==> config.mk <==
export PLATFORM = sky130hd
export DESIGN_NAME = trap_return_unit
export DESIGN_NICKNAME = d
export VERILOG_FILES = /design/src/rtl/trap_return_unit.sv
export SDC_FILE = /design/constraint.sdc
export NUM_CORES = 1
export LEC_CHECK = 0
export BUFFER_PORTS_ARGS = -buffer_cell sky130_fd_sc_hd__buf_4
export CAP_MARGIN = 40
export CORE_MARGIN = 2
export CORE_UTILIZATION = 43
export DETAILED_ROUTE_END_ITERATION = 7
export PLACE_DENSITY = 0.75
export SKIP_CTS_REPAIR_TIMING = 1
export SYNTH_ARGS = -nofsm -noshare
export SYNTH_HDL_FRONTEND = slang
export SYNTH_SLANG_ARGS = --single-unit
export TNS_END_PERCENT = 20
==> constraint.sdc <==
create_clock -name clk -period 2.15 [get_ports clk]
set_clock_uncertainty 0.2 [all_clocks]
set_input_delay 0.215 -clock clk [delete_from_list [all_inputs] [get_ports clk]]
set_output_delay 0.215 -clock clk [all_outputs]
set_load 0.05 [all_outputs]
==> src/rtl/trap_return_unit.sv <==
module trap_return_unit #(
  parameter int AW   = 64,
  parameter int NWIN = 8,
  parameter int TLW  = 3,
  localparam int CW  = (NWIN > 1) ? $clog2(NWIN) : 1
) (
  input  logic           clk,
  input  logic           rst_n,
  input  logic           ret_valid,
  input  logic           ret_retry,
  input  logic [AW-1:0]  saved_pc,
  input  logic [AW-1:0]  saved_npc,
  input  logic [39:0]    saved_state,
  input  logic           tl_load,
  input  logic [TLW-1:0] tl_load_val,
  output logic [AW-1:0]  pc,
  output logic [AW-1:0]  npc,
  output logic [3:0]     cc_x,
  output logic [3:0]     cc_i,
  output logic [7:0]     asi,
  output logic [11:0]    pstate,
  output logic [CW-1:0]  cwp,
  output logic [TLW-1:0] tl,
  output logic           illegal_insn,
  output logic           irq_recheck
);

  logic       issue, ret_ok, ret_bad;
  logic [7:0] win_fld, win_mod, win_rev;

  assign issue   = ret_valid && !tl_load;
  assign ret_ok  = issue && (tl != '0);
  assign ret_bad = issue && (tl == '0);

  assign win_fld = saved_state[7:0];
  assign win_mod = win_fld % 8'(NWIN);
  assign win_rev = 8'(NWIN - 1) - win_mod;

  always_ff @(posedge clk) begin
    if (!rst_n) begin
      pc <= '0; npc <= '0; cc_x <= '0; cc_i <= '0;
      asi <= '0; pstate <= '0; cwp <= '0; tl <= '0;
      illegal_insn <= 1'b0; irq_recheck <= 1'b0;
    end else begin
      illegal_insn <= ret_bad;
      irq_recheck  <= ret_ok;
      if (tl_load) tl <= tl_load_val;
      if (ret_ok) begin
        pc     <= ret_retry ? saved_pc  : saved_npc;
        npc    <= ret_retry ? saved_npc : saved_npc + AW'(4);
        cc_x   <= saved_state[39:36];
        cc_i   <= saved_state[35:32];
        asi    <= saved_state[31:24];
        pstate <= saved_state[19:8] & 12'hF3F;
        cwp    <= win_rev[CW-1:0];
        tl     <= tl - 1'b1;
      end
    end
  end

  p_tl_dec_r8: assert property (@(posedge clk) disable iff (!rst_n)
    (ret_valid && !tl_load && tl != '0) |=> tl == $past(tl) - 1'b1);

  p_illegal_hold_r9: assert property (@(posedge clk) disable iff (!rst_n)
    (ret_valid && !tl_load && tl == '0) |=> illegal_insn && $stable(pc) && $stable(tl) && $stable(cwp));

  p_recheck_r10: assert property (@(posedge clk) disable iff (!rst_n)
    (ret_valid && !tl_load && tl != '0) |=> irq_recheck && !illegal_insn);

  p_done_npc_r2: assert property (@(posedge clk) disable iff (!rst_n)
    (ret_valid && !ret_retry && !tl_load && tl != '0) |=> npc == pc + AW'(4));

  p_retry_pair_r3: assert property (@(posedge clk) disable iff (!rst_n)
    (ret_valid && ret_retry && !tl_load && tl != '0) |=> pc == $past(saved_pc) && npc == $past(saved_npc));

  p_load_wins_r12: assert property (@(posedge clk) disable iff (!rst_n)
    tl_load |=> tl == $past(tl_load_val) && !irq_recheck && $stable(pc));

  p_cwp_range_r7: assert property (@(posedge clk) disable iff (!rst_n)
    32'(cwp) < NWIN);

endmodule

* After elaboration in Yosys (flattened, before gate mapping)
Cells that the tools add are included.
** Word-level totals
- Flip-flop bits (word level) :: 162
- Bits of input ports :: 176
- Output and inout bits :: 164
- Logic and storage cells :: 24
** Cells by class
- Add/subtract/negate cells :: 3
- Multiplexer cells :: 4
- Reduce and logical (&&, ||, !) cells :: 7
** Operators with widths (count)
- $mux W64 :: 2
- $add A64 B3 Y64 const B :: 1
- $mux W3 :: 2
- $logic_and A1 B1 Y1 :: 3
- $logic_not A3 Y1 :: 1
- $reduce_bool A3 Y1 :: 1
- $sub A3 B1 Y3 const B :: 1
- $sub A3 B3 Y3 const A :: 1
- $reduce_bool A2 Y1 :: 1
- $logic_not A1 Y1 :: 1

* Logic depth before layout (Yosys ltp)
Gate-level depths: netlist of the first run.
- Depth after elaboration :: 4
- Mapped depth :: 9
- Gate-level depth less buffers :: 7

* Worst setup path before layout of the first run
Ideal clock, no wire load.
- Kind :: reg-to-reg
- From :: register tl[0]
- To :: register npc[2]
- Library setup time :: 70 ps
- Arrival :: 2221 ps
- Data required time :: 1880 ps
- Path slack :: -341 ps
- Stages on the path, launching flop included :: 10
- Buffers on the path :: 3
- Period minus slack after synthesis :: 2491 ps
- Cells stage by stage :: dfxtp_1 -> inv_1 -> ha_1 -> nand2b_1 -> and2_1 -> buf_2 -> clkbuf_1 -> clkbuf_1 -> nand2_1 -> a21oi_1
** On the way
- Cells in the longest elaborated chain, start to end :: 2
** RTL lines
- start: declaration :: RTL line 23 : output logic [TLW-1:0] tl,
- start signal: assignment :: RTL line 47 : if (tl_load) tl <= tl_load_val;
- start signal: assignment :: RTL line 56 : tl <= tl - 1'b1;
- $reduce_bool A3 Y1 :: RTL line 32 : assign ret_ok = issue && (tl != '0);
- $logic_and A1 B1 Y1 :: RTL line 32
- end signal: assignment :: RTL line 50 : npc <= ret_retry ? saved_npc : saved_npc + AW'(4);
- end: declaration :: RTL line 17 : output logic [AW-1:0] npc,
No other way between the ends.
A chain may end at the register's enable or synchronous reset.

* Worst setup path after layout of the first run
- From :: input port saved_npc[36]
- To :: register npc[61]
** On the way
- Cells in the longest elaborated chain, start to end :: 2
** RTL lines
- start: declaration :: RTL line 12 : input logic [AW-1:0] saved_npc,
- $add A64 B3 Y64 :: RTL line 50
- $mux W64 :: RTL line 50
No other way between the ends.

==> key figures, run 1 <==
Worst setup path
  – Worst setup SP type: input port
  – Crit path DAT: 2250 ps
  – R2r endpoint: pstate[10]
  – Reg2Reg Depth: 7
  – Reg-to-reg setup timing slack: 120 ps
  – WS Path Type: input port to register
  – CP Capture Type: register
  – Reg-to-reg startpoint: tl[0]
  – Crit Path Max Fanout: 6
  – Required time of the worst setup path: 2290 ps

Timing
  – Hold slack: -57.7 ps
  – Period utilisation layout: 0.980
  – Final Max Slew Viols: 0
  – Fmax: 475 MHz
  – Slew @ Worst Pin: 551 ps
  – Slew HR: 0.631
  – Setup tns final: 0 ps
  – Final Hold Violating Endpoints: 21
  – Finish-stage setup viols: 0
  – Final Critical Period: 2110 ps

Status
  – Status: complete, but fails checks
  – Failing checks: hold timing

Global routing
  – Met1 Track Usage GR: 0.326
  – M3 GR Usage: 0.0717
  – Tot GR Track Use: 0.273
  – Most Crowded Layer GR: met2
  – Largest net degree at the start of global routing: 68
  – Vias in the first global route: 7463
  – Remaining Overflow, GRT: 0
  – Met2 usage: 0.480
  – First-pass GRT wire length: 39.9 mm
  – Initial antenna violation count: 1

Clocking
  – CTS H-tree depth: 4
  – Reg clk slew, reported paths: 70 ps
  – Clk root buf: clkbuf_16
  – Clock Sinks: 162
  – Clock Latency Late Sink: 430 ps
  – TritonCTS Buffers: 17
  – CTS tree: built
  – Clk buf depth: 2

Synthesis
  – Share of flip-flops with an asynchronous set or reset: 0
  – Ys flop type: dfxtp_1
  – Library cells used by synthesis: 44
  – YS warnings: 0
  – Syn Std Cell Area: 0.00766 mm2
  – Average size of a mapped cell: 8.53 um2
  – EDFF count, synth: 0
  – Seq/Total Area, Yosys: 0.423
  – Mapped Cells: 898
  – Synth Register Bits: 162

Pwr
  – PwrDens: 695 mW/mm2
  – Static Leak: 5.49 nW
  – Power Total: 8.85 mW
  – Worst IR drop on VDD: 0.563 mV

Worst hold path
  – HP Start: saved_pc[3]
  – Worst hold-check path type: input port to register
  – Hold depth: 3
  – Hold endpoint: pc[3]

Route
  – Vias per inst: 5.53
  – Wire per inst: 18.9 um
  – DR pass1 iterations: 5
  – Vias: 8930
  – DRT antenna net count: 0
  – DRT iter0 DRCs: 479
  – Final wirelength: 30.5 mm
  – Drt drc: 0

Placed design
  – Detail Placement HPWL: 19.8 mm
  – Routability cong.: 0.854
  – Placed cells: 1457
  – # port buffers: 326

Die
  – Die height: 137 um
  – Die Wd: 137 um
  – Core Box Area: 0.0174 mm2
  – Initial core utilization: 0.441
  – Die area: 0.0189 mm2
  – Row count: 48
  – I/O pins: 340

Final layout
  – Non-Filler Instances: 1615
  – Most frequent cells in the layout: 395 x buf_4, 160 x dfxtp_1, 125 x dlygate4sd3_1
  – Final core occ: 0.733
  – Final nets: 1555
  – P&R area growth vs syn: 66.2%
  – Share of layout cells above drive strength 1: 0.327
  – Most common cell after layout, fill and taps aside: buf_4

Flow run
  – Max Cap Viol: 0
## per-layer routing
layer,wire [um],vias up
met5,0,-
met2,15400,354
met4,815,0
li1,-,4227
met3,2210,72
met1,12100,4277
## metrics by stage
step           worst slack, ps  area (um2)
6_report                  43.4       12700
3_5_place_dp             -45.8       10900
2_1_floorplan            -50.2        7690
5_1_grt                  -21.3       12700
3_3_place_gp             -20.3       10900
4_1_cts                   90.8       11500
## flip-flops by register name, indices dropped and copies added (netlist names)
signal,count
npc,64
pc,64
pstate,10
asi,8
cc_i,4
cc_x,4
cwp,3
tl,3
illegal_insn,1
irq_recheck,1
## critical path, stage by stage
cell           delay [ps]
dlygate4sd3_1         530
buf_4                 140
nand2_1               100
or4_1                 580
or4_1                 490
a31oi_1               180
## cells in the mapped netlist, types with 2 or more instances
cell | n | area share
a311oi_1 | 9 | 0.010
buf_1 | 3 | 0.0015
and3_1 | 13 | 0.011
nand3_1 | 24 | 0.016
buf_2 | 7 | 0.0046
xor2_1 | 11 | 0.013
nor3b_1 | 2 | 0.0020
a21oi_1 | 50 | 0.033
or4_1 | 4 | 0.0039
inv_1 | 8 | 0.0039
and4b_1 | 2 | 0.0026
nor2_1 | 99 | 0.049
nor3_1 | 28 | 0.018
nor2b_1 | 2 | 0.0016
clkbuf_1 | 60 | 0.029
nor4_1 | 15 | 0.012
dfxtp_1 | 162 | 0.42
a211oi_1 | 94 | 0.092
and4_1 | 23 | 0.026
nand4_2 | 2 | 0.0033
ha_1 | 3 | 0.0049
o21ai_0 | 44 | 0.029
xnor2_1 | 28 | 0.032
nand2_1 | 88 | 0.043
or3_1 | 5 | 0.0041
nand4_1 | 11 | 0.0090
mux2i_1 | 65 | 0.085
and2_1 | 10 | 0.0082
a31oi_1 | 4 | 0.0033
buf_4 | 5 | 0.0049
a31o_2 | 4 | 0.0046
## where the power goes
| group | leakage, nW | internal, mW | total [mW] | switching (mW) |
|---|---|---|---|---|
| clock network | 0.287 | 1.81 | 3.13 | 1.31 |
| logic | 3.88 | 0.952 | 2.40 | 1.45 |
| registers | 1.32 | 3.20 | 3.32 | 0.112 |
| total | 5.49 | 5.97 | 8.85 | 2.88 |
## how the worst max path moves through the flow
stage / startpoint / endpoint / cells past startpoint
after floorplan: tl[0] / npc[35] / 8
after global placement: saved_npc[13] / npc[61] / 6
after detailed placement: ret_retry / npc[61] / 6
after CTS: tl[0] / npc[54] / 6
after global routing: tl[0] / pstate[1] / 7
final: saved_npc[36] / npc[61] / 6
## cell type report
cell class | instances | area [um2]
diodes | 2 | 5.00
clock buffers | 21 | 470
clock inverters | 10 | 124
fillers | 1261 | 4630
inverters | 8 | 32.5
multi-input cells | 654 | 4100
flip-flops and latches | 162 | 3250
well taps | 225 | 282
repair buffers | 533 | 4480
## cell families (layout without fill, tap and decap cells)
group,after synthesis,in the layout,share of synthesized area
adder cells (fa/ha/maj),3,3,0.00490
buffers and inverters,83,572,0.0443
flip-flops,162,162,0.423
AO/OA/AOI/OAI,210,210,0.177
multiplexers,65,65,0.0849
XOR/XNOR,39,39,0.0446
other,1,4,0.000489
AND/OR/NAND/NOR,335,335,0.220
Note: power is estimated with default switching activity, not from simulation.
==> run 2: changes to the inputs <==
--- a/constraint.sdc
+++ b/constraint.sdc
@@ -3,3 +3,3 @@
 set_input_delay 0.215 -clock clk [delete_from_list [all_inputs] [get_ports clk]]
 set_output_delay 0.215 -clock clk [all_outputs]
-set_load 0.05 [all_outputs]
+set_load 0.01 [all_outputs]
==> key figures, run 2 (synthesis gave the netlist of run 1 again) <==
Worst setup path
  – Crit Path Max Fanout: 6
  – Critical path's top delay family: simple AND/OR/NAND/NOR gates
  – Buf/Inv on CP: 2
  – Crit path DAT: 2230 ps
  – Required time of the worst setup path: 2300 ps
  – Worst path max stage delay: 570 ps
  – CP max-delay cell: or4_1
  – CP Depth: 6
  – CP cell instances: dlygate4sd3_1, buf_4, nand2_1, or4_1, or4_1, a31oi_1
  – Reg2Reg Depth: 8
  – CP Capture Type: register
  – Top cell by count, worst path: or4_1
  – WS Path Type: input port to register
  – Worst setup SP type: input port

Route
  – DRT antenna net count: 0
  – Final wirelength: 30.2 mm
  – Drt drc: 0
  – Wire per inst: 18.7 um
  – DRT iter0 DRCs: 630
  – Vias per inst: 5.53
  – Vias: 8919
  – DR pass1 iterations: 6

Die
  – Die height: 137 um
  – Initial core utilization: 0.441
  – Core Box Area: 0.0174 mm2
  – Die Wd: 137 um
  – Die area: 0.0189 mm2
  – I/O pins: 340
  – Row count: 48

Final layout
  – Largest registers: npc: 64 flops, pc: 64 flops, pstate: 10 flops
  – P&R area growth vs syn: 66.6%
  – Final nets: 1556
  – Most common cell after layout, fill and taps aside: buf_4
  – Most frequent cells in the layout: 386 x buf_4, 162 x dfxtp_1, 133 x dlygate4sd3_1
  – Antenna diode count: 0
  – Share of layout cells above drive strength 1: 0.320

Clocking
  – CTS H-tree depth: 4
  – Clock Latency Late Sink: 430 ps
  – TritonCTS Buffers: 17
  – Clock Sinks: 162
  – Clk root buf: clkbuf_16
  – CTS tree: built
  – Reg clk slew, reported paths: 60 ps
  – Clk buf depth: 2

Timing
  – Slew @ Worst Pin: 556 ps
  – RSZ-0062 raised after global routing: false
  – Final Critical Period: 2080 ps
  – Final Hold Violating Endpoints: 14
  – Hold slack: -33.4 ps
  – Slew HR: 0.626
  – Finish-stage setup viols: 0
  – Period utilisation layout: 0.969
  – Final Max Slew Viols: 0
  – Fmax: 480 MHz

Global routing
  – Vias in the first global route: 7597
  – Remaining Overflow, GRT: 0
  – Largest net degree at the start of global routing: 50
  – First-pass GRT wire length: 40.1 mm
  – Initial antenna violation count: 0
  – Tot GR Track Use: 0.275

Placed design
  – # port buffers: 326
  – Detail Placement HPWL: 20.1 mm
  – Routability cong.: 0.839

Flow run
  – Max Cap Viol: 0

Status
  – Failing checks: hold timing
  – Status: complete, but fails checks

Pwr
  – PwrDens: 639 mW/mm2
  – Static Leak: 5.49 nW
  – Power Total: 8.15 mW
  – Worst IR drop on VDD: 0.546 mV

Worst hold path
  – Worst hold-check path type: input port to register
  – Hold depth: 3
run 2: worst paths after layout:
check	to	startpoint	slack, ps
setup / recovery	npc[61]	saved_npc[36]	70
hold / removal	pc[43]	saved_npc[43]	-30
setup reg to reg	pc[36]	tl[0]	200
hold reg to reg	asi[7]	asi[7]	260
run 2: worst reg2reg max path: stages, from the launching register on:
cell      delay (ps)
dfxtp_1          360
inv_1            100
ha_1             200
nand2b_1          80
and2_4           210
buf_12           200
buf_12           200
nor2_1            70
a211oi_1         240
run 2: layout make-up:
class,instances,area (um2)
sequential,162,3240
tap,225,282
inverter,8,32.5
clock buffer,20,457
clock inverter,11,130
timing repair buffer,534,4530
fill,1244,4600
multi-input combinational,654,4090
run 2: power by group:
group,total [mW],internal (mW),switching (mW)
Sequential,3.31,3.20,0.110
Combinational,1.79,0.942,0.847
Clock,3.05,1.77,1.27
run 2: metrics by stage:
step,setup TNS (ps),worst slack (ps),std cells,util,cell area [um2]
after floorplan,0,6.60,899,-,7660
after global placement,-23.2,-23.2,1450,0.625,10800
after detailed placement,-96.7,-42.5,1450,0.625,10800
after CTS,0,263,1481,0.659,11400
after global routing,0,8.33,1614,0.735,12800
final,0,66.6,1614,0.735,12800
run 2: routing by layer:
metal  part of all wire  global-route usage
met5                  0                   0
met1               0.38               0.327
met4              0.026              0.0848
met2               0.50               0.471
met3              0.086              0.0879
